==> src/rtl/pla_pkg.sv <==
package pla_pkg;
  localparam int unsigned NUM_IN_DEF  = 8;
  localparam int unsigned NUM_BIO_DEF = 10;
  localparam int unsigned NUM_LT_DEF  = 32;

  // A literal pair passes when every connected literal agrees with the variable.
  function automatic logic lit_pass(input logic true_link, input logic comp_link,
                                    input logic x);
    return (~true_link | x) & (~comp_link | ~x);
  endfunction

  // Polarity stage: keep = 1 passes the sum, keep = 0 inverts it.
  function automatic logic apply_pol(input logic keep, input logic sum);
    return keep ? sum : ~sum;
  endfunction
endpackage

==> src/rtl/pla_cfg_store.sv <==
module pla_cfg_store #(
  parameter int unsigned W = 16
) (
  input  logic         clk,
  input  logic         rst_n,
  input  logic         cfg_en,
  input  logic         cfg_din,
  input  logic         cfg_load,
  output logic [W-1:0] shadow_q,
  output logic [W-1:0] active_q
);
  always_ff @(posedge clk or negedge rst_n) begin
    if (!rst_n) begin
      shadow_q <= '1;
      active_q <= '1;
    end else begin
      if (cfg_en)   shadow_q <= {shadow_q[W-2:0], cfg_din};
      if (cfg_load) active_q <= shadow_q;
    end
  end
endmodule

==> src/rtl/pla_and_plane.sv <==
module pla_and_plane
  import pla_pkg::*;
#(
  parameter int unsigned NVAR  = 18,
  parameter int unsigned NTERM = 42,
  localparam int unsigned LBITS = NTERM * NVAR * 2
) (
  input  logic [LBITS-1:0] links,
  input  logic [NVAR-1:0]  vars,
  output logic [NTERM-1:0] terms
);
  logic [NVAR-1:0] pass [NTERM];

  for (genvar t = 0; t < NTERM; t++) begin : g_term
    for (genvar v = 0; v < NVAR; v++) begin : g_var
      assign pass[t][v] = lit_pass(links[(t*NVAR+v)*2], links[(t*NVAR+v)*2+1], vars[v]);
    end
    assign terms[t] = &pass[t];
  end
endmodule

==> src/rtl/pla_or_plane.sv <==
module pla_or_plane
  import pla_pkg::*;
#(
  parameter int unsigned NLT  = 32,
  parameter int unsigned NOUT = 10
) (
  input  logic [NLT-1:0]      lterms,
  input  logic [NLT*NOUT-1:0] or_links,
  input  logic [NOUT-1:0]     pol,
  output logic [NOUT-1:0]     sum,
  output logic [NOUT-1:0]     out
);
  for (genvar o = 0; o < NOUT; o++) begin : g_out
    assign sum[o] = |(lterms & or_links[o*NLT +: NLT]);
    assign out[o] = apply_pol(pol[o], sum[o]);
  end
endmodule

==> src/rtl/pterm_logic_array.sv <==
module pterm_logic_array
  import pla_pkg::*;
#(
  parameter int unsigned NUM_IN  = NUM_IN_DEF,
  parameter int unsigned NUM_BIO = NUM_BIO_DEF,
  parameter int unsigned NUM_LT  = NUM_LT_DEF,
  localparam int unsigned NVAR     = NUM_IN + NUM_BIO,
  localparam int unsigned NTERM    = NUM_LT + NUM_BIO,
  localparam int unsigned AND_BITS = NTERM * NVAR * 2,
  localparam int unsigned OR_BITS  = NUM_LT * NUM_BIO,
  localparam int unsigned OR_BASE  = AND_BITS,
  localparam int unsigned POL_BASE = AND_BITS + OR_BITS,
  localparam int unsigned CFG_W    = POL_BASE + NUM_BIO
) (
  input  logic               clk,
  input  logic               rst_n,
  input  logic               cfg_en,
  input  logic               cfg_din,
  input  logic               cfg_load,
  input  logic [NUM_IN-1:0]  in_i,
  input  logic [NUM_BIO-1:0] pin_i,
  output logic [NUM_BIO-1:0] pin_o,
  output logic [NUM_BIO-1:0] pin_oe
);
  // Named internal events, visible to the bound checker.
  logic [CFG_W-1:0]   cfg_shadow;
  logic [CFG_W-1:0]   cfg_active;
  logic [NVAR-1:0]    var_vec;
  logic [NTERM-1:0]   term_val;
  logic [NUM_BIO-1:0] or_sum;

  pla_cfg_store #(.W(CFG_W)) u_store (
    .clk      (clk),
    .rst_n    (rst_n),
    .cfg_en   (cfg_en),
    .cfg_din  (cfg_din),
    .cfg_load (cfg_load),
    .shadow_q (cfg_shadow),
    .active_q (cfg_active)
  );

  // Feedback: pin levels are array variables regardless of the enables.
  assign var_vec = {pin_i, in_i};

  pla_and_plane #(.NVAR(NVAR), .NTERM(NTERM)) u_and (
    .links (cfg_active[AND_BITS-1:0]),
    .vars  (var_vec),
    .terms (term_val)
  );

  pla_or_plane #(.NLT(NUM_LT), .NOUT(NUM_BIO)) u_or (
    .lterms   (term_val[NUM_LT-1:0]),
    .or_links (cfg_active[OR_BASE +: OR_BITS]),
    .pol      (cfg_active[POL_BASE +: NUM_BIO]),
    .sum      (or_sum),
    .out      (pin_o)
  );

  assign pin_oe = term_val[NUM_LT +: NUM_BIO];
endmodule

==> config.mk <==
export PLATFORM = sky130hd
export DESIGN_NAME = pterm_logic_array
export DESIGN_NICKNAME = d
export VERILOG_FILES = /design/src/rtl/pla_pkg.sv /design/src/rtl/pla_cfg_store.sv /design/src/rtl/pla_and_plane.sv /design/src/rtl/pla_or_plane.sv /design/src/rtl/pterm_logic_array.sv
export SDC_FILE = /design/constraint.sdc
export NUM_CORES = 2
export LEC_CHECK = 0
export BUFFER_PORTS_ARGS = -buffer_cell sky130_fd_sc_hd__buf_2
export CAP_MARGIN = 40
export CORE_MARGIN = 5
export CORE_UTILIZATION = 57
export CTS_CLUSTER_DIAMETER = 80
export DETAILED_ROUTE_END_ITERATION = 10
export PLACE_DENSITY_LB_ADDON = 0.1
export SYNTH_ARGS = -nofsm -noshare
export SYNTH_HDL_FRONTEND = slang
export SYNTH_SLANG_ARGS = --single-unit
==> constraint.sdc <==
create_clock -name clk -period 2 [get_ports clk]
set_clock_uncertainty 0.2 [all_clocks]
set_input_delay 0 -clock clk [delete_from_list [all_inputs] [get_ports clk]]
set_output_delay 0 -clock clk [all_outputs]
set_load 0.1 [all_outputs]
==> results.md <==
* DRT iter0 DRCs at between 4,000 and 5,000
* Slew @ Worst Pin at 0.866 ns
* RSZ-0062 raised after global routing: true
* Via count at between 80,000 and 90,000
* Startpoint types: flop
* Violated checks: setup timing
* DRT Pass-1 Iters at 6
* Clk buf depth at 4
* Std cell rows at between 150 and 200
* Layout cells sized above 1 at 0.870
* GRT overflow at 0
* FF-to-FF path depth at 2
* Clk slew on worst S/H paths at approximately 0.060 ns
* YS warnings at 0
* Cell area after synthesis at 154,000 um2
* Multi-input logic area at 56,000 um2
* Core box area at 268,000 um2
* # DRC at 0
* P_leak at ~77 nW
* Reg-to-reg endpoint: u_store.shadow_q[0]
* Die H at between 500 and 600 um
* EDFF count, synth at 0
* Top FF cell, synth: dfstp_2
* Worst hold path class: input pin to flop
* Post-Synthesis Cells at 9,451
* CP startpoint: u_store.active_q[322]
* Layout Nets at about 10,000
* Fin crit period at between 3 and 4 ns
* Worst-Skew Late Latency at 0.92 ns
* CTS tree: yes
* Async S/R FF share, synth at 1.00
* Vias in the first global route at just under 90,000
* Hold_sp: cfg_en
* Post-synthesis average cell area at ~16 um2
* Achievable Freq at 266 MHz
* Max incr delay on CP at 0.54 ns
* Status: complete, but fails checks
* Vias/cell at around 5.8
* Critical path arrival at 3.56 ns
* Hold Path Cell Cnt at 4
* Worst path slowest cell: dfstp_2
* Crit Path Category: flop to output port
* Largest net degree at the start of global routing at 152
* Port buffer count at 42
* Sequential share of the synthesized area at 0.630
* Clk root buf: clkbuf_16
* Hpwl dp at 242 mm
* Finish-stage setup viols at 20
* Area grow syn2layout at 16.4%
* DIE AREA at around 280,000 um2
* Final period utilization at 1.88
* Maxcap violations at 0
* R2r startpoint: u_store.shadow_q[0]
* Worst Path Max Fanout at 10
* FF+latch area at 96,800 um2
* CTS sink cnt at 3,684
* Routed len/inst at between 20 and 30 um
* Min Hold Slack at 0.0989 ns
* H-tree lvl count at 5
* Fillers at 18,300
* Design Power at 158 mW
* RD Place Congestion at 0.906
* Most frequent CP cell: buf_12
* Critical path, cell by cell: nor2b_4 -> a211oi_2 -> buf_12 -> and3_1 -> a22oi_2 -> nand4_1 -> buf_12 -> nor4_4 -> xor2_4 -> buf_12
* Cell variety after synth at 26
* Synth Net Count at 9,474
* IO Count at 43
* Delay-heaviest family, CP: simple AND/OR/NAND/NOR gates
* Synth Register Bits at around 3,700
* Endpoints failing hold at 0
* WP buf/inv at 3
* Min-Delay Endpoint: u_store.shadow_q[661]
* Final wirelength at roughly 350 mm
* Initial antenna violation count at 11
* GRT Util Overall at 0.252
* Fin. max-slew vios at 0
* Initial Utilization at 0.573
* Cts bufs inserted at about 380
* Crit. End Element: output port
* First-pass GRT wire length at 547 mm
* Rel. slew slack at 0.421
* Setup slack after layout at -1.76 ns
* Chip Width at 529 um
* Cell Pwr Density at approximately 880 nW/um2
* Remaining antenna violation count at 0
* VDD IR max at 0.754 mV
* WP data required at roughly 1.8 ns
* R2R Setup Slk at 0.49 ns
cell families after synthesis:
family	synth area share
XOR/XNOR	0.000570
AND/OR/NAND/NOR	0.0271
buffers and inverters	0.0150
flip-flops	0.630
multiplexers	0.317
AO/OA/AOI/OAI	0.0103
report_power, final:
| part | switching, mW | internal, mW | total [mW] |
|---|---|---|---|
| Combinational | 4.57 | 3.04 | 7.60 |
| Clock | 29.2 | 44.6 | 73.8 |
| Sequential | 0.322 | 75.8 | 76.1 |
| Total | 34.1 | 123 | 158 |
worst register-to-register path, delay by kind of cell, from the launching register on:
kind                   cells  cell delay (ns)
buffers and inverters      1             0.54
multiplexers               1             0.15
flip-flops                 1             0.57
how the worst max path moves through the flow:
stage | end | slack [ns] | cells after the start
2_1_floorplan | pin_o[2] | -0.55 | 8
3_3_place_gp | pin_o[4] | -1.23 | 12
3_5_place_dp | pin_o[0] | -1.23 | 12
4_1_cts | pin_o[8] | -1.90 | 10
5_1_grt | pin_o[8] | -1.88 | 11
6_report | pin_o[8] | -1.76 | 10
metal layers:
metal,part of all wire,vias up,GRT usage
li1,-,35600,-
met4,0.030,0,0.0663
met1,0.47,43100,0.368
met2,0.47,1136,0.403
met5,0,-,0
met3,0.034,526,0.0317
cell usage in the layout (no fill, tap or decap), drive strengths merged:
cell	count
and3	320
clkbuf	549
xor2	10
nor4	20
buf	670
inv	10
mux2i	692
nand3	10
clkinv	74
dfstp	3684
diode	3
and4	43
bufinv	44
clkinvlp	13
mux2	3716
a22oi	160
nor2b	32
a211oi	32
nor3	33
dlygate4sd3	9
nand4	166
metrics by stage:
stage                     instance area, um2  cells  utilization  setup WS, ns  TNS, ns
after floorplan                       155000   9451            -        -0.555    -7.38
after global placement                164000  13100        0.613         -1.23   -14.67
after detailed placement              165000  13100        0.614         -1.23   -14.75
after CTS                             178000  13800        0.665         -1.90   -24.37
after global routing                  179000  13800        0.667         -1.88   -24.81
final                                 179000  13800        0.667         -1.76   -22.24
registers in the layout, indices dropped and copies added (netlist names):
name,flops
u_store.active_q,1842
u_store.shadow_q,1842
cell usage after synthesis (2+ instances only):
library cell / instances / area share
and4_4: 8 / 0.00059
and4_1: 34 / 0.0019
nor3_1: 3 / 0.000098
buf_12: 2 / 0.00026
buf_1: 35 / 0.00085
nor3_2: 29 / 0.0019
a211oi_2: 29 / 0.0024
a211oi_1: 3 / 0.00015
buf_8: 2 / 0.00020
and3_1: 320 / 0.013
buf_6: 16 / 0.0012
dfstp_2: 3684 / 0.63
nor4_2: 10 / 0.00081
clkbuf_1: 406 / 0.0099
nor4_1: 10 / 0.00041
mux2_2: 3695 / 0.27
nor2b_1: 32 / 0.0013
mux2i_1: 692 / 0.045
buf_2: 64 / 0.0021
mux2_1: 21 / 0.0015
xor2_1: 10 / 0.00057
nand3_1: 10 / 0.00033
buf_4: 9 / 0.00044
nand4_1: 166 / 0.0068
a22oi_1: 160 / 0.0078
timing repair:
| action | CTS | global route |
|---|---|---|
| hold buffers | 10 | 0 |
| pin swaps | 92 | 65 |
| setup endpoints to repair | 20 | 20 |
| cloned | 3 | 3 |
| endpoints found under the hold margin | 7368 | 0 |
| resized for setup | 153 | 91 |
| buffers inserted | 5 | 13 |
final cells by class:
class                           count  area share
Multi-Input combinational cell   5234       0.313
Antenna cell                        3   0.0000419
Sequential cell                  3684       0.541
Tap cell                         3552      0.0248
Clock buffer                      548      0.0626
Clock inverter                    141      0.0110
Timing Repair Buffer              680      0.0476
No activity file was read; power rests on OpenSTA's default activity.
